### src/rtl/puf_meas_pkg.sv
// Shared types for the response measurement controller.
// Assumes nothing beyond a synthesizable enum encoding.
package puf_meas_pkg;

    // Controller phases, in sequence order.
    typedef enum logic [2:0] {
        PH_IDLE   = 3'd0,
        PH_LAUNCH = 3'd1,
        PH_REARM  = 3'd2,
        PH_HOLD   = 3'd3
    } meas_phase_e;

endpackage

### src/rtl/puf_chal_mask.sv
// Challenge register with skew compensation.
// Captures the requester's challenge on load and replaces every bit at or
// above FIX_LO with the low bits of FIX_VAL. Holds its value between loads.
// Assumes FIX_LO < CHAL_W and CHAL_W <= 64.
module puf_chal_mask #(
    parameter int unsigned CHAL_W  = 64,
    parameter int unsigned FIX_LO  = 52,
    parameter logic [63:0] FIX_VAL = 64'hA5C
) (
    input  logic              clk,
    input  logic              rst_n,
    input  logic              load,
    input  logic [CHAL_W-1:0] chal_in,
    output logic [CHAL_W-1:0] chal_out
);
    localparam int unsigned FIX_W = CHAL_W - FIX_LO;

    logic [CHAL_W-1:0] masked;
    logic [CHAL_W-1:0] chal_q;

    // Build the masked challenge: user bits below FIX_LO, constants above.
    generate
        genvar b;
        for (b = 0; b < CHAL_W; b++) begin : g_bit
            if (b < FIX_LO) begin : g_user
                assign masked[b] = chal_in[b];
            end else begin : g_fixed
                assign masked[b] = FIX_VAL[b - FIX_LO];
            end
        end
    endgenerate

    // Hold register, reloaded only on an accepted challenge.
    always_ff @(posedge clk) begin
        if (!rst_n)
            chal_q <= '0;
        else if (load)
            chal_q <= masked;
    end

    assign chal_out = chal_q;

    // after a load the fixed field carries the compensation pattern.
    a_r2_fixed_field: assert property (@(posedge clk) disable iff (!rst_n)
        load |=> (chal_out[CHAL_W-1:FIX_LO] == FIX_VAL[FIX_W-1:0]));

    // without a load the presented challenge does not move.
    a_r3_hold_stable: assert property (@(posedge clk) disable iff (!rst_n)
        !load |=> $stable(chal_out));

endmodule

### src/rtl/puf_eval_seq.sv
// Evaluation sequencer.
// Starts NUM_EVAL races per challenge. Each race keeps launch high for
// SETTLE_CYC cycles and requests a sample in the last of them. Launch then
// drops for one re-arm cycle. After the last sample the sequencer holds the
// result phase until consume.
// Assumes SETTLE_CYC >= 2 and NUM_EVAL >= 1.
module puf_eval_seq
    import puf_meas_pkg::*;
#(
    parameter int unsigned NUM_EVAL   = 11,
    parameter int unsigned SETTLE_CYC = 5
) (
    input  logic clk,
    input  logic rst_n,
    input  logic start,
    input  logic consume,
    output logic idle,
    output logic launch,
    output logic sample_en,
    output logic done
);
    localparam int unsigned SW = $clog2(SETTLE_CYC + 1);
    localparam int unsigned EW = $clog2(NUM_EVAL + 1);
    localparam logic [SW-1:0] SETTLE_LAST = SW'(SETTLE_CYC - 1);
    localparam logic [EW-1:0] EVAL_LAST   = EW'(NUM_EVAL - 1);

    meas_phase_e    phase_q;
    logic [SW-1:0]  settle_q;
    logic [EW-1:0]  eval_q;
    logic           window_end;

    assign window_end = (phase_q == PH_LAUNCH) && (settle_q == SETTLE_LAST);

    // Phase, settle-window and evaluation counters.
    always_ff @(posedge clk) begin
        if (!rst_n) begin
            phase_q  <= PH_IDLE;
            settle_q <= '0;
            eval_q   <= '0;
        end else begin
            case (phase_q)
                PH_IDLE: begin
                    if (start) begin
                        phase_q  <= PH_LAUNCH;
                        settle_q <= '0;
                        eval_q   <= '0;
                    end
                end
                PH_LAUNCH: begin
                    if (window_end) begin
                        settle_q <= '0;
                        if (eval_q == EVAL_LAST) begin
                            phase_q <= PH_HOLD;
                        end else begin
                            eval_q  <= eval_q + 1'b1;
                            phase_q <= PH_REARM;
                        end
                    end else begin
                        settle_q <= settle_q + 1'b1;
                    end
                end
                PH_REARM: phase_q <= PH_LAUNCH;
                PH_HOLD: begin
                    if (consume)
                        phase_q <= PH_IDLE;
                end
                default: phase_q <= PH_IDLE;
            endcase
        end
    end

    // Decode phase into control strobes.
    always_comb begin
        idle      = (phase_q == PH_IDLE);
        launch    = (phase_q == PH_LAUNCH);
        sample_en = window_end;
        done      = (phase_q == PH_HOLD);
    end

    // a launch cycle that is not the first of its window follows a launch cycle.
    a_r5_window_contig: assert property (@(posedge clk) disable iff (!rst_n)
        (launch && settle_q != '0) |-> $past(launch));

    // a window that ends before the last evaluation is followed by exactly one low cycle.
    a_r6_one_rearm: assert property (@(posedge clk) disable iff (!rst_n)
        (sample_en && eval_q != EVAL_LAST) |=> (!launch ##1 launch));

    // the evaluation index never passes the last evaluation.
    a_r4_eval_bound: assert property (@(posedge clk) disable iff (!rst_n)
        eval_q <= EVAL_LAST);

endmodule

### src/rtl/puf_vote_tally.sv
// Per-generator vote counters.
// One counter per generator counts ones over the sampled races. It is
// cleared when a challenge is accepted. A bit votes 1 when its count
// reaches a strict majority of NUM_EVAL. Assumes NUM_EVAL is odd.
module puf_vote_tally #(
    parameter int unsigned NUM_GEN  = 8,
    parameter int unsigned NUM_EVAL = 11
) (
    input  logic               clk,
    input  logic               rst_n,
    input  logic               clear,
    input  logic               sample_en,
    input  logic [NUM_GEN-1:0] bits_in,
    output logic [NUM_GEN-1:0] vote
);
    localparam int unsigned CW = $clog2(NUM_EVAL + 1);
    localparam logic [CW-1:0] THRESH = CW'(NUM_EVAL / 2 + 1);
    localparam logic [CW-1:0] CAP    = CW'(NUM_EVAL);

    generate
        genvar g;
        for (g = 0; g < NUM_GEN; g++) begin : g_ctr
            logic [CW-1:0] cnt_q;

            // Count ones seen on this generator for the current challenge.
            always_ff @(posedge clk) begin
                if (!rst_n || clear)
                    cnt_q <= '0;
                else if (sample_en && bits_in[g])
                    cnt_q <= cnt_q + 1'b1;
            end

            assign vote[g] = (cnt_q >= THRESH);

            // a tally can never exceed the number of evaluations.
            a_r8_count_bound: assert property (@(posedge clk) disable iff (!rst_n)
                cnt_q <= CAP);
        end
    endgenerate

endmodule

### src/rtl/puf_meas_ctrl.sv
// Top of the response measurement controller.
// Accepts a challenge, masks its high bits, starts repeated races on the
// generator bank and publishes a majority-voted response, held until consumed.
// Assumes the generators keep gen_sample steady from early in each launch
// window until launch falls.
module puf_meas_ctrl #(
    parameter int unsigned CHAL_W     = 64,
    parameter int unsigned FIX_LO     = 52,
    parameter logic [63:0] FIX_VAL    = 64'hA5C,
    parameter int unsigned NUM_GEN    = 8,
    parameter int unsigned NUM_EVAL   = 11,
    parameter int unsigned SETTLE_CYC = 5
) (
    input  logic               clk,
    input  logic               rst_n,
    input  logic               chal_valid,
    output logic               chal_ready,
    input  logic [CHAL_W-1:0]  chal_data,
    output logic [CHAL_W-1:0]  gen_challenge,
    output logic               gen_launch,
    input  logic [NUM_GEN-1:0] gen_sample,
    output logic               resp_valid,
    input  logic               resp_ready,
    output logic [NUM_GEN-1:0] resp_data
);
    logic accept;
    logic consume;
    logic sample_en;
    logic seq_idle;
    logic seq_done;
    logic [NUM_GEN-1:0] vote;

    // Handshake events.
    assign accept  = chal_valid && seq_idle;
    assign consume = seq_done && resp_ready;

    puf_chal_mask #(
        .CHAL_W (CHAL_W),
        .FIX_LO (FIX_LO),
        .FIX_VAL(FIX_VAL)
    ) u_mask (
        .clk     (clk),
        .rst_n   (rst_n),
        .load    (accept),
        .chal_in (chal_data),
        .chal_out(gen_challenge)
    );

    puf_eval_seq #(
        .NUM_EVAL  (NUM_EVAL),
        .SETTLE_CYC(SETTLE_CYC)
    ) u_seq (
        .clk      (clk),
        .rst_n    (rst_n),
        .start    (accept),
        .consume  (consume),
        .idle     (seq_idle),
        .launch   (gen_launch),
        .sample_en(sample_en),
        .done     (seq_done)
    );

    puf_vote_tally #(
        .NUM_GEN (NUM_GEN),
        .NUM_EVAL(NUM_EVAL)
    ) u_tally (
        .clk      (clk),
        .rst_n    (rst_n),
        .clear    (accept),
        .sample_en(sample_en),
        .bits_in  (gen_sample),
        .vote     (vote)
    );

    // Drive the requester-facing outputs.
    assign chal_ready = seq_idle;
    assign resp_valid = seq_done;
    assign resp_data  = vote;

    // a response waiting for its consumer stays valid and unchanged.
    a_r9_hold_resp: assert property (@(posedge clk) disable iff (!rst_n)
        (resp_valid && !resp_ready) |=> (resp_valid && $stable(resp_data)));

    // the controller never offers ready while a response is pending.
    a_r1_excl: assert property (@(posedge clk) disable iff (!rst_n)
        !(chal_ready && resp_valid));

    // consumption returns the controller to idle on the next cycle.
    a_r10_release: assert property (@(posedge clk) disable iff (!rst_n)
        (resp_valid && resp_ready) |=> (chal_ready && !resp_valid));

    // no launch is ever seen while idle.
    a_r3_no_idle_launch: assert property (@(posedge clk) disable iff (!rst_n)
        chal_ready |-> !gen_launch);

endmodule

### config.mk
export PLATFORM = sky130hd
export DESIGN_NAME = puf_meas_ctrl
export DESIGN_NICKNAME = d
export VERILOG_FILES = /design/src/rtl/puf_meas_pkg.sv /design/src/rtl/puf_chal_mask.sv /design/src/rtl/puf_eval_seq.sv /design/src/rtl/puf_vote_tally.sv /design/src/rtl/puf_meas_ctrl.sv
export SDC_FILE = /design/constraint.sdc
export NUM_CORES = 1
export LEC_CHECK = 0
export ABC_AREA = 1
export CORE_MARGIN = 8
export CORE_UTILIZATION = 60
export CTS_CLUSTER_DIAMETER = 80
export DETAILED_ROUTE_END_ITERATION = 8
export DONT_BUFFER_PORTS = 1
export PLACE_DENSITY = 0.75
export SLEW_MARGIN = 40
export SYNTH_ARGS = -nofsm -noshare
export SYNTH_HDL_FRONTEND = slang
export SYNTH_SLANG_ARGS = --single-unit
### constraint.sdc
create_clock -name clk -period 2.9 [get_ports clk]
set_clock_uncertainty 0.05 [all_clocks]
set_input_delay 0 -clock clk [delete_from_list [all_inputs] [get_ports clk]]
set_output_delay 0 -clock clk [all_outputs]
set_load 0.01 [all_outputs]
## Word level (Yosys, flattened, before mapping)

Index checks and enable logic that the tools add are counted.

- Add/subtract/negate cells: 10
- Magnitude comparators: 8
- Eq/ne operators: 9
- Muxes and demuxes: 12
- Reductions and logical operators: 18

Operators by type and width:

| kind | count |
|---|---|
| $add A4 B1 Y4 const B | 9 |
| $ge A4 B3 Y1 const B | 8 |
| $mux W3 | 5 |
| $mux W4 | 3 |
| $pmux W3 S4 | 1 |
| $logic_and A1 B1 Y1 | 11 |
| $pmux W4 S2 | 1 |
| $eq A3 B2 Y1 const B | 2 |
| $pmux W3 S2 | 1 |
| $eq A4 B4 Y1 const B | 1 |
| $ne A2 B1 Y1 const B | 2 |
| $ne A2 B2 Y1 const B | 2 |
| $reduce_and A4 Y1 | 1 |
| $add A3 B1 Y3 const B | 1 |
| $eq A3 B1 Y1 const B | 1 |
| $eq A3 B3 Y1 const B | 1 |
| $logic_not A3 Y1 | 1 |
| $reduce_and A3 Y1 | 1 |
| $reduce_and A2 Y1 | 1 |
| $reduce_bool A2 Y1 | 1 |
| $logic_not A1 Y1 | 1 |
| $logic_or A1 B1 Y1 | 1 |
| $mux W1 | 1 |

- Flip-flop bits (word level): 95
- Bits of input ports: 76
- Output and inout port bits: 75
- Word-level logic and storage cells: 69

## Logic depth before layout (Yosys ltp)

Gate-level depths: netlist of run 1.

- Depth in word-level cells: 4
- Gate-level depth with buffers: 10

## Modules after synthesis

A second synthesis of run 1 with hierarchy kept.

- Cells, all modules: 644
- Area total of the unflattened synthesis: 4435.5 um2

By module, submodules not included:

| module | times used | cells an instance | area an instance (um2) |
|---|---|---|---|
| puf_chal_mask | 1 | 344 | 2258.4 |
| puf_vote_tally | 1 | 224 | 1631.6 |
| puf_eval_seq | 1 | 72 | 530.5 |
| puf_meas_ctrl | 1 | 4 | 15.0 |

## Worst setup path before layout of run 1

No wires, ideal clock.

- Path kind: register to register
- From: register u_seq.settle_q[0]
- To: register u_seq.eval_q[0]
- Setup time: 115 ps
- Arrival: 1225 ps
- Slack: 1509 ps
- Cell stages (with the launch flop): 10
- Buffers on the path: 1
- Path through: dfxtp_1 -> inv_1 -> ha_1 -> nand2_1 -> inv_1 -> nand2_4 -> buf_12 -> nand2_8 -> a21oi_1 -> nor2_1

- Cells in the longest elaborated chain, start to end: 4

Ends and longest elaborated chain:

| element | line | text |
|---|---|---|
| start: declaration | puf_eval_seq.sv:28 | `logic [SW-1:0] settle_q;` |
| start signal: assignment | puf_eval_seq.sv:59 | `settle_q <= settle_q + 1'b1;` |
| $eq A3 B3 Y1 | puf_eval_seq.sv:32 | `assign window_end = (phase_q == PH_LAUNCH) && (settle_q == SETTLE_LAST);` |
| $logic_and A1 B1 Y1 | puf_eval_seq.sv:32 |  |
| $ne A2 B1 Y1 (no line) | -- |  |
| $reduce_and A4 Y1 (no line) | -- |  |
| end signal: assignment | puf_eval_seq.sv:55 | `eval_q <= eval_q + 1'b1;` |
| end: declaration | puf_eval_seq.sv:29 | `logic [EW-1:0] eval_q;` |

Every way passes these cells.
A chain may end at the register's enable or synchronous reset.

## Worst setup path in the final report of run 1

- From: register u_seq.phase_q[1]
- To: register u_seq.settle_q[2]

- Cells in the longest elaborated chain, start to end: 4
- Elaborated cells on any way between the ends: 9

Ends and longest elaborated chain:

| element | line | text |
|---|---|---|
| start: declaration | puf_eval_seq.sv:27 | `meas_phase_e phase_q;` |
| start signal: assignment | puf_eval_seq.sv:37 | `phase_q <= PH_IDLE;` |
| start signal: assignment | puf_eval_seq.sv:44 | `phase_q <= PH_LAUNCH;` |
| start signal: assignment | puf_eval_seq.sv:53 | `phase_q <= PH_HOLD;` |
| $logic_not A3 Y1 (*) | puf_eval_seq.sv:74 | `idle = (phase_q == PH_IDLE);` |
| via chal_ready | puf_meas_ctrl.sv:17 | `output logic chal_ready,` |
| $logic_and A1 B1 Y1 | puf_meas_ctrl.sv:34 | `assign accept = chal_valid && seq_idle;` |
| $ne A2 B1 Y1 (no line) | -- |  |
| $reduce_and A2 Y1 (no line) | -- |  |

The timed path passes the listed nets; every way through them passes the cells marked *.

==> results.md, run 1 <==
* Endpoint class of the critical path: register
* Peak supply drop at 278 µV
* Internal at 1.91 mW
* Ports at 151
* R2r setup slk at 0.68 ns
* CP endpoint: u_seq.settle_q[2]$_SDFFE_PN0P_
* CTS tree: done
* Finished layout cell area at 0.00528 mm²
* Routed Wire Length at 10600 µm
* Synth area leaders: dfxtp_1, nor2_1, nand2_1
* Yosys reg bits at 94
* Cells after synthesis at 574
* Worst r2r dst: u_seq.settle_q[2]$_SDFFE_PN0P_
* Post-DP HPWL at 7020 µm
* Core Box Area at 0.00721 mm²
* # fillers at 550
* Largest net degree at the start of global routing at 59
* Post-synth EDFFs at 0
* Post-route DRC at 0
* Setup bufs post-CTS at 0
* Worst setup SP type: register
* Num rows at 31
* Placement Cell Area at 0.00442 mm²
* F_max at 0.451 GHz
* Net Sw Frac at 26.6%
* DRT iter0 DRCs at 167
* Clock power frac at 32.5%
* Worst Path Required at 3.14 ns
* CTS Buf Count at 9
* Drt first pass iters at 5
* CTS H-tree lvls at 3
* Top FF cell, synth: dfxtp_1
* Max_slew headroom at 55.3%
* Gr usage total at 20.5%
* Least-Margin Pin Slew at 0.669 ns
* # resized after CTS at 0
* FF-to-FF Start: u_seq.phase_q[1]$_SDFFE_PN0P_
* Post-layout minimum cycle time at 2.22 ns
* Cell Area, Synth at 0.00446 mm²
* Sequential Power Share at 56.1%
* Post-synth top area share at 42.2%
* Vias at 3800
* Max cap viols at 0
* Initial Util at 61.8%
* GRT overflow at 0
* Worst setup path class: register to register
* Clk_lat worst skew at 0.34 ns
* Die Height at 102 µm
* Switching power at 0.692 mW
* Combinational Power Share at 11.3%
* Pwr Density at 493 mW/mm²
* Mapped Avg Cell Area at 7.77 µm²
* Sequential area share after synthesis at 42.2%
* Final Max Tran Viols at 0
* Post-synthesis cell type count at 29
* Setup_tns at 0 ns
* CP max FO at 21
* Clk root buf: clkbuf_8
* Launch point of the critical path: u_seq.phase_q[1]$_SDFFE_PN0P_
* Port bufs at 0
* Nets@finish at 722
* Vias in the first global route at 3697
* Status: finished, final reports clean
* RePlAce Congestion at 0.808
* Clock-pin slew on the worst setup and hold paths at 0.09 ns
* Post-cts hold buffer count at 65
* DR vias/cell at 5.21
* Die width at 102 µm
* Routed WL per cell at 14.5 µm
* First-pass GRT wire length at 17200 µm
* RSZ-0062 raised after global routing: no
* Die ar. at 0.0104 mm²
* Maximum clock path buffer count at 2
* Final hold viol count at 0
* Final setup viols at 0
* Pwr Total at 2.60 mW
* Synth area leader: dfxtp_1
* Static Leak at 2.32 nW
* Layout cell share with drive strength beyond 1 at 11.1%
* Hold Crit Class: primary input to register
* Period utilisation layout at 76.4%
* Initial antenna violation count at 1
* Async S/R FF share, synth at 0%
* CP Data Arrival Time at 2.46 ns
* Clock sink count at 94
* Worst reg2reg path depth at 8
* Final ANT Viol Nets at 0
* Synth Warn # at 0
* Area Growth Syn to Fin at 18.3%
-- layout by cell type, fill, tap and decap left out, types with 6 or more instances in the layout --
cell type,n
a21oi_1,9
a21oi_2,30
clkbuf_8,10
conb_1,6
dfxtp_1,94
dlygate4sd3_1,64
ha_1,20
inv_1,46
nand2_1,105
nand2_2,7
nand3_1,15
nand4_1,8
nor2_1,117
nor2_8,8
o21ai_0,55
o21ai_1,8
xor2_1,8
-- power groups by stage --
| stage | clock network [mW] | logic (mW) | registers, mW |
|---|---|---|---|
| 3_3_place_gp | 0 | 0.196 | 1.49 |
| 3_5_place_dp | 0 | 0.204 | 1.49 |
| 2_1_floorplan | 0 | 0.203 | 1.47 |
| 4_1_cts | 0.870 | 0.286 | 1.46 |
| 5_1_grt | 0.920 | 0.331 | 1.47 |
| 6_report | 0.846 | 0.294 | 1.46 |
-- metal layers --
metal	GRT usage [%]	share of wire, %
met5	0	0
met4	8.13	2.3
met3	5.99	8.2
met2	36.6	51
met1	22.2	39
-- sequential cells by signal, summed over array words and instances, names as in the netlist --
signal,cells
u_seq.settle_q,3
u_tally.g_ctr.cnt_q,32
u_seq.eval_q,4
u_mask.chal_out,53
u_seq.phase_q,2
-- logic make-up after synthesis --
logic type	share of synthesized area (%)
other cells	0.0841
flops	42.2
simple gates	27.4
buf+inv	8.64
fa+ha+maj	5.61
compound gates	14.3
xor+xnor	1.77
-- cells in the mapped netlist, types with 2 or more instances --
master	number
a21oi_1	9
inv_2	2
o21ai_0	55
o21ai_1	8
or2_2	2
xor2_1	8
nand2_2	7
nor2_8	8
dfxtp_1	94
a21oi_2	30
ha_1	20
buf_2	13
inv_1	46
nand3_1	15
nand2_1	105
nor2_1	117
clkbuf_1	5
nand4_1	8
buf_4	12
-- worst max-delay path, stage by stage (launching register included) --
cell and delay, ns:
dfxtp_1 0.47, nor2_2 0.12, nand2_2 0.32, buf_4 0.35, nand3_1 0.10, o21ai_0 0.08
nand2_1 0.06, dlygate4sd3_1 0.56, inv_1 0.05
-- layout make-up --
class                      count  area (µm²)  share of cell area [%]
antenna                        1        2.50                  0.0474
clock buffer                  12         145                    2.75
clock inverter                 3        45.0                   0.854
inverter                      48         181                    3.44
multi-input combinational    405        2210                    41.9
sequential                    94        1880                    35.7
tap                           99         124                    2.35
timing repair buffer          68         683                    13.0
-- worst min path at each step --
stage | start | end | slack, ns | cells past startpoint
finish | rst_n | u_tally.g_ctr[4].cnt_q[3]$_SDFFE_PP0P_ | 0.11 | 3
global route | rst_n | u_tally.g_ctr[3].cnt_q[1]$_SDFFE_PP0P_ | 0.11 | 3
CTS | rst_n | u_tally.g_ctr[1].cnt_q[3]$_SDFFE_PP0P_ | 0.09 | 3
detailed placement | rst_n | u_seq.settle_q[2]$_SDFFE_PN0P_ | 0.07 | 2
global placement | rst_n | u_seq.settle_q[2]$_SDFFE_PN0P_ | 0.05 | 2
floorplan | chal_data[19] | u_mask.chal_out[19]$_SDFFE_PN0P_ | 0.1 | 2
-- per-stage QoR --
step / hold WS, ns / setup WS [ns] / util, % / cells
finish: 0.106 / 0.684 / 73.1 / 730
global route: 0.113 / 0.469 / 73.1 / 730
CTS: 0.0949 / 0.734 / 73.1 / 729
detailed placement: 0.0675 / 0.853 / 61.3 / 649
global placement: 0.0536 / 0.899 / 61.3 / 649
floorplan: 0.0959 / 1.51 / - / 579
(Power assumes the default switching activity.)
==> inputs of run 2 (changes only) <==
- ABC_AREA: 1 -> 0
- clock period: 2.9 -> 2.06 ns (I/O delays scaled with it)
==> run 2 against run 1 <==
Core utilization is 1.2 points higher. Global-route usage is 0.18 points higher. Non-clock buffer count is 7 higher. Via count is 2.8% lower. Clock power is 43% higher. Synthesized area is 5.3% lower. Setup slack worse by 0.53 ns. Clock-buffer cell count is 2 lower. Hold slack worse by 0.00081 ns.
==> results.md, run 2 <==
* Status: finished, final reports clean (unchanged)
* DR vias/cell at 5.58 (was 5.21)
* Die width at 99.9 µm (was 102 µm)
* Hold_sp: chal_valid (was rst_n)
* Gr usage total at 20.7% (was 20.5%)
* Num rows at 30 (was 31)
* Sequential cell area at 0.00188 mm² (unchanged)
* Worst setup path class: primary input to register (was register to register)
* Maximum clock path buffer count at 2 (unchanged)
* Endpoint class of the critical path: register (unchanged)
* CP max FO at 48 (was 21)
* Initial antenna violation count at 2 (was 1)
* Vias in the first global route at 3644 (was 3697)
* Cell Area, Synth at 0.00422 mm² (was 0.00446 mm²)
* Commonest non-fill, non-tap cells in the layout: nand2_1, dfxtp_1, a21oi_1 (was nor2_1, nand2_1, dfxtp_1)
* WHS at 0.105 ns (was 0.106 ns)
* Sequential area share after synthesis at 44.6% (was 42.2%)
* Ports at 151 (unchanged)
* Post-DP HPWL at 6730 µm (was 7020 µm)
* Clock-pin slew on the worst setup and hold paths at 0.09 ns (about the same)
* Peak supply drop at 453 µV (was 278 µV)
* GRT overflow at 0 (unchanged)
* Placement Cell Area at 0.00421 mm² (was 0.00442 mm²)
* Worst hold path stage count at 4 (was 3)
* Worst setup SP type: primary input (was register)
* Max_slew headroom at 50.7% (was 55.3%)
* Cells after synthesis at 511 (was 574)
* Post-synth top area share at 44.6% (was 42.2%)
* CP peak stage delay at 1.01 ns (was 0.56 ns)
* Layout cell share with drive strength beyond 1 at 5.85% (was 11.1%)
* Launch point of the critical path: rst_n (was u_seq.phase_q[1]$_SDFFE_PN0P_)
* Worst r2r dst: u_tally.g_ctr[1].cnt_q[2]$_SDFFE_PP0P_ (was u_seq.settle_q[2]$_SDFFE_PN0P_)
* Post-synthesis cell type count at 34 (was 29)
* Drt first pass iters at 4 (was 5)
* Mapped Avg Cell Area at 8.26 µm² (was 7.77 µm²)
* Initial Util at 62.2% (was 61.8%)
* R2r setup slk at 0.18 ns (was 0.68 ns)
* Post-layout minimum cycle time at 1.90 ns
* Clk root buf: clkbuf_8 (unchanged)
* Least-Margin Pin Slew at 0.737 ns (was 0.669 ns)
* Top FF cell, synth: dfxtp_1 (unchanged)
* Clk_lat worst skew at 0.35 ns (was 0.34 ns)
* Synth cell count leaders: nand2_1, dfxtp_1, a21oi_1 (was nor2_1, nand2_1, dfxtp_1)
* FF-to-FF Start: u_seq.settle_q[0]$_SDFFE_PN0P_ (was u_seq.phase_q[1]$_SDFFE_PN0P_)
* Routed Wire Length at 10800 µm (was 10600 µm)
* Routed WL per cell at 16.3 µm (was 14.5 µm)
* Hold Crit Class: primary input to register (unchanged)
* Period utilisation layout at 92.4%
* CTS H-tree lvls at 3 (unchanged)
* Static Leak at 1.89 nW (was 2.32 nW)
* Port bufs at 0 (unchanged)
* Worst Path Required at 2.30 ns (was 3.14 ns)
* Final setup viols at 0 (unchanged)
* F_max at 0.526 GHz
* # fillers at 508 (was 550)
* Final Core Density at 74.4% (was 73.1%)
* CTS Buf Count at 9 (unchanged)
* Finished layout cell area at 0.00505 mm² (was 0.00528 mm²)
* Hold EP: u_mask.chal_out[12]$_SDFFE_PN0P_ (was u_tally.g_ctr[4].cnt_q[3]$_SDFFE_PP0P_)
* Core Box Area at 0.00679 mm² (was 0.00721 mm²)
* Final hold viol count at 0 (unchanged)
* Most frequent cell after synthesis: nand2_1 (was nor2_1)
* Final Max Tran Viols at 0 (unchanged)
* CTS tree: done (unchanged)
* Clock sink count at 94 (unchanged)
* Synth area leaders: dfxtp_1, nand2_1, a21oi_1 (was dfxtp_1, nor2_1, nand2_1)
* Synth Warn # at 0 (unchanged)
* Crit-path slowest cell: dlygate4sd3_1 (unchanged)
* Final ANT Viol Nets at 0 (unchanged)
* Crit-path cells: dlygate4sd3_1, inv_2, buf_12, or3_1, mux2i_1 (was nor2_2, nand2_2, buf_4, nand3_1, o21ai_0, nand2_1, dlygate4sd3_1, inv_1)
* Synth area leader: dfxtp_1 (unchanged)
* Pwr Density at 702 mW/mm² (was 493 mW/mm²)
* Largest net degree at the start of global routing at 49 (was 59)
* Pwr Total at 3.55 mW (was 2.60 mW)
* Multi-input gate area at 0.00200 mm² (was 0.00221 mm²)
* Nets@finish at 655 (was 722)
* Die Height at 99.9 µm (was 102 µm)
* Die ar. at 0.00998 mm² (was 0.0104 mm²)
* First-pass GRT wire length at 17100 µm (was 17200 µm)
* Most common cell after layout, fill and taps aside: nand2_1 (was nor2_1)
* Post-synth EDFFs at 0 (unchanged)
* Max cap viols at 0 (unchanged)
* # resized after CTS at 0 (unchanged)
* Async S/R FF share, synth at 0% (unchanged)
* RSZ-0062 raised after global routing: no (unchanged)
* Area Growth Syn to Fin at 19.6% (was 18.3%)
* Yosys reg bits at 94 (unchanged)
* Max reg flops at 53 (unchanged)
* Post-route DRC at 0 (unchanged)
* Worst reg2reg path depth at 5 (was 8)
* RePlAce Congestion at 0.803 (was 0.808)
* DRT iter0 DRCs at 230 (was 167)
* Setup_tns at 0 ns (unchanged)
* CP Data Arrival Time at 2.14 ns (was 2.46 ns)
* Vias at 3693 (was 3800)
[run 2: cell count changes after synthesis, moves of 9 or more]
cell      before  now
nor2_1       117    4
a21oi_1        9   80
o21ai_0       55   16
a21oi_2       30    0
inv_1         46   29
nand3_1       15   30
mux2i_1        0   11
or3_1          0   10
a311oi_1       0    9
nand2b_1       0    9
nor3_1         0    9
[run 2: repair_timing]
action | CTS | global route
setup buffers | 0 | 0
hold buffers | 63 | 0
hold endpoints to repair | 94 | 0
endpoints found under the setup margin | 0 | 4
[run 2: cells by family after synthesis]
family	after synthesis	share of synthesized area (%)
DFF	94	44.6
adders and majority gates	20	5.93
AOI/OAI and AO/OA	121	16.4
other	1	0.0888
muxes	11	2.61
and+or+nand+nor	191	21.4
buffers and inverters	73	8.98
[run 2: per-stage QoR]
step | cells | setup WS, ns
finish | 662 | 0.157
global placement | 580 | 0.253
detailed placement | 580 | 0.189
floorplan | 516 | 0.530
global route | 662 | 0.0193
CTS | 659 | 0.141
[run 2: critical path: cells and delay by family]
| family | cells | cell delay [ns] |
|---|---|---|
| buf+inv | 3 | 1.63 |
| mux | 1 | 0.14 |
| simple gates | 1 | 0.35 |
[run 2: where the power goes]
part	switching (mW)	leakage, nW	internal (mW)	total, mW
combinational	0.207	1.03	0.164	0.371
sequential	0.0791	0.766	1.88	1.96
clock	0.645	0.0933	0.568	1.21
total	0.931	1.89	2.61	3.55
[run 2: worst max path at each step]
stage,endpoint,depth (start not counted),slack (ns)
final,u_tally.g_ctr[6].cnt_q[3]$_SDFFE_PP0P_,5,0.16
after global routing,u_tally.g_ctr[1].cnt_q[2]$_SDFFE_PP0P_,5,0.02
after CTS,u_tally.g_ctr[6].cnt_q[3]$_SDFFE_PP0P_,5,0.14
after detailed placement,u_tally.g_ctr[6].cnt_q[2]$_SDFFE_PP0P_,5,0.19
after global placement,u_tally.g_ctr[0].cnt_q[2]$_SDFFE_PP0P_,5,0.25
after floorplan,u_tally.g_ctr[0].cnt_q[2]$_SDFFE_PP0P_,6,0.53
[run 2: area by class of cell]
cell class              count  area share [%]
inverters                  29            2.15
flip-flops and latches     94            37.2
repair buffers             75            14.8
well taps                  96            2.38
multi-input cells         350            39.5
clock buffers              10            2.53
diodes                      2          0.0991
clock inverters             6            1.34
[run 2: layer usage]
metal  wire length, µm  up-vias  global-route usage, %
met1              4260     1728                   21.8
met4               160        0                   8.15
met5                 0        -                      0
met2              5440      127                   36.5
met3               949       15                   7.68
li1                  -     1823                      -
==> inputs of run 3 (changes only) <==
- SKIP_CTS_REPAIR_TIMING: default -> 1
- clock period: 2.06 -> 2.1 ns (I/O delays scaled with it)
==> run 3 against run 2 <==
Clock power hardly changed. Core utilization is 0.39 points lower. Die area stayed put. Highest routed layer unchanged. Largest power group unchanged. Clock-buffer cell count stayed put. Design area is 0.52% lower. Critical path type is now register to register. Via count is 0.79% lower. Critical path depth stayed put. Global-route usage is 2.8 points lower. Routed wire length is 3.1% lower.
==> results.md, run 3 (synthesis results as in run 2) <==
* Post-route DRC at 0 (unchanged)
* WL met3 at 872 µm (was 949 µm)
* Worst setup path class: register to register (was primary input to register)
* Clock-pin slew on the worst setup and hold paths at 0.09 ns (about the same)
* Initial antenna violation count at 1 (was 2)
* Num rows at 30 (unchanged)
* Routed WL per cell at 15.9 µm (was 16.3 µm)
* Maximum clock path buffer count at 2 (unchanged)
* Die width at 99.9 µm (unchanged)
* CTS tree: done (unchanged)
* Max_slew headroom at 47.5% (was 50.7%)
* Post-layout minimum cycle time at 1.91 ns
* Peak supply drop at 438 µV (was 453 µV)
* Ports at 151 (unchanged)
* DRT iter0 DRCs at 194 (was 230)
* Routed Wire Length at 10500 µm (was 10800 µm)
* Largest net degree at the start of global routing at 37 (was 49)
* Worst Path Required at 2.33 ns (was 2.30 ns)
* Pwr Density at 693 mW/mm² (was 702 mW/mm²)
* Vias at 3664 (was 3693)
* CP max FO at 33 (was 48)
* Vias in the first global route at 3096 (was 3644)
* Final Core Density at 74.0% (was 74.4%)
* Placed insts at 580 (unchanged)
* Clk root buf: clkbuf_8 (unchanged)
* Final Max Tran Viols at 0 (unchanged)
* RePlAce Congestion at 0.801 (was 0.803)
* Final ANT Viol Nets at 0 (unchanged)
* Worst reg2reg path depth at 5 (unchanged)
* R2r setup slk at 0.19 ns (was 0.18 ns)
* Die ar. at 0.00998 mm² (unchanged)
* Worst setup SP type: register (was primary input)
* Status: finished, final reports clean (unchanged)
* Worst r2r dst: u_tally.g_ctr[5].cnt_q[2]$_SDFFE_PP0P_ (was u_tally.g_ctr[1].cnt_q[2]$_SDFFE_PP0P_)
* Final WS setup at 0.187 ns (was 0.157 ns)
* CP Data Arrival Time at 2.14 ns (about the same)
* Die Height at 99.9 µm (unchanged)
* First-pass GRT wire length at 14700 µm (was 17100 µm)
* Max reg flops at 53 (unchanged)
* Period utilisation layout at 91.1%
* M1 WL at 4200 µm (was 4260 µm)
* CTS H-tree lvls at 3 (unchanged)
* Least-Margin Pin Slew at 0.784 ns (was 0.737 ns)
* DR WL met2 at 5220 µm (was 5440 µm)
* RSZ-0062 raised after global routing: yes (was no)
* DP Worst Slack at 0.204 ns (was 0.189 ns)
* DR top layer: met4 (unchanged)
* Most common cell after layout, fill and taps aside: nand2_1 (unchanged)
* Final hold viol count at 0 (unchanged)
* Clk_lat worst skew at 0.35 ns (about the same)
* Hold EP: u_mask.chal_out[10]$_SDFFE_PN0P_ (was u_mask.chal_out[12]$_SDFFE_PN0P_)
* GRT overflow at 0 (unchanged)
* Hold_sp: chal_valid (unchanged)
* Final Non-Filler Cells at 660 (was 662)
* Nets@finish at 654 (was 655)
* Port bufs at 0 (unchanged)
* Layout cell share with drive strength beyond 1 at 5.68% (was 5.85%)
* CTS Buf Count at 9 (unchanged)
* Area Growth Syn to Fin at 19.0% (was 19.6%)
* Gr usage total at 17.9% (was 20.7%)
* DR vias/cell at 5.55 (was 5.58)
* Hold Crit Class: primary input to register (unchanged)
* Core Box Area at 0.00679 mm² (unchanged)
* Post-DP HPWL at 6710 µm (was 6730 µm)
* Drt first pass iters at 4 (unchanged)
* F_max at 0.523 GHz
* Max cap viols at 0 (unchanged)
* FF-to-FF Start: u_seq.settle_q[0]$_SDFFE_PN0P_ (unchanged)
* Initial Util at 62.2% (unchanged)
* Commonest non-fill, non-tap cells in the layout: nand2_1, dfxtp_1, a21oi_1 (unchanged)
* Endpoint class of the critical path: register (unchanged)
* Worst hold path stage count at 4 (unchanged)
* Final setup viols at 0 (unchanged)
* Static Leak at 1.88 nW (was 1.89 nW)
* Clock sink count at 94 (unchanged)
## run 3: worst max path at each step
stage / from / end / slack (ns)
after floorplan: u_seq.settle_q[0]$_SDFFE_PN0P_ / u_tally.g_ctr[0].cnt_q[2]$_SDFFE_PP0P_ / 0.57
after global routing: u_seq.settle_q[0]$_SDFFE_PN0P_ / u_tally.g_ctr[5].cnt_q[2]$_SDFFE_PP0P_ / -0.0009
after detailed placement: u_seq.settle_q[0]$_SDFFE_PN0P_ / u_tally.g_ctr[5].cnt_q[2]$_SDFFE_PP0P_ / 0.20
after global placement: u_seq.settle_q[0]$_SDFFE_PN0P_ / u_tally.g_ctr[0].cnt_q[2]$_SDFFE_PP0P_ / 0.28
final: u_seq.settle_q[0]$_SDFFE_PN0P_ / u_tally.g_ctr[5].cnt_q[2]$_SDFFE_PP0P_ / 0.19
after CTS: u_seq.settle_q[0]$_SDFFE_PN0P_ / u_tally.g_ctr[5].cnt_q[2]$_SDFFE_PP0P_ / 0.17
## run 3: cell type report
class | count | area, µm²
Multi-Input combinational cell | 349 | 1980
Inverter | 29 | 109
Fill cell | 511 | 1770
Antenna cell | 1 | 2.50
Clock buffer | 10 | 128
Timing Repair Buffer | 75 | 733
Sequential cell | 94 | 1880
Tap cell | 96 | 120
Clock inverter | 6 | 71.3
## run 3: layer usage
| layer | vias up | global-route usage (%) |
|---|---|---|
| met2 | 119 | 29.6 |
| met3 | 13 | 7.47 |
| met5 | - | 0 |
| met4 | 0 | 7.22 |
| met1 | 1710 | 19.9 |
| li1 | 1822 | - |
## run 3: per-stage QoR
step,power [mW],hold slack (ns),cell area [µm²],setup TNS (ns)
2_1_floorplan,2.17,0.0661,4240,0
3_3_place_gp,2.20,0.0674,4190,0
3_5_place_dp,2.21,0.0715,4190,0
4_1_cts,3.40,-0.320,4390,0
5_1_grt,3.62,0.0890,5030,-0.000911
6_report,3.48,0.0931,5030,0
## run 3: critical path, cell delays in order (launching register included)
cell and delay, ns:
dfxtp_1 0.33, inv_1 0.07, ha_1 0.27, nand4b_4 0.40, or4_1 0.54, a21oi_1 0.17
## run 3: power breakdown
| group | total (mW) | switching [mW] | internal, mW |
|---|---|---|---|
| logic | 0.356 | 0.198 | 0.158 |
| clock network | 1.20 | 0.641 | 0.559 |
| registers | 1.92 | 0.0783 | 1.85 |
| total | 3.48 | 0.917 | 2.56 |
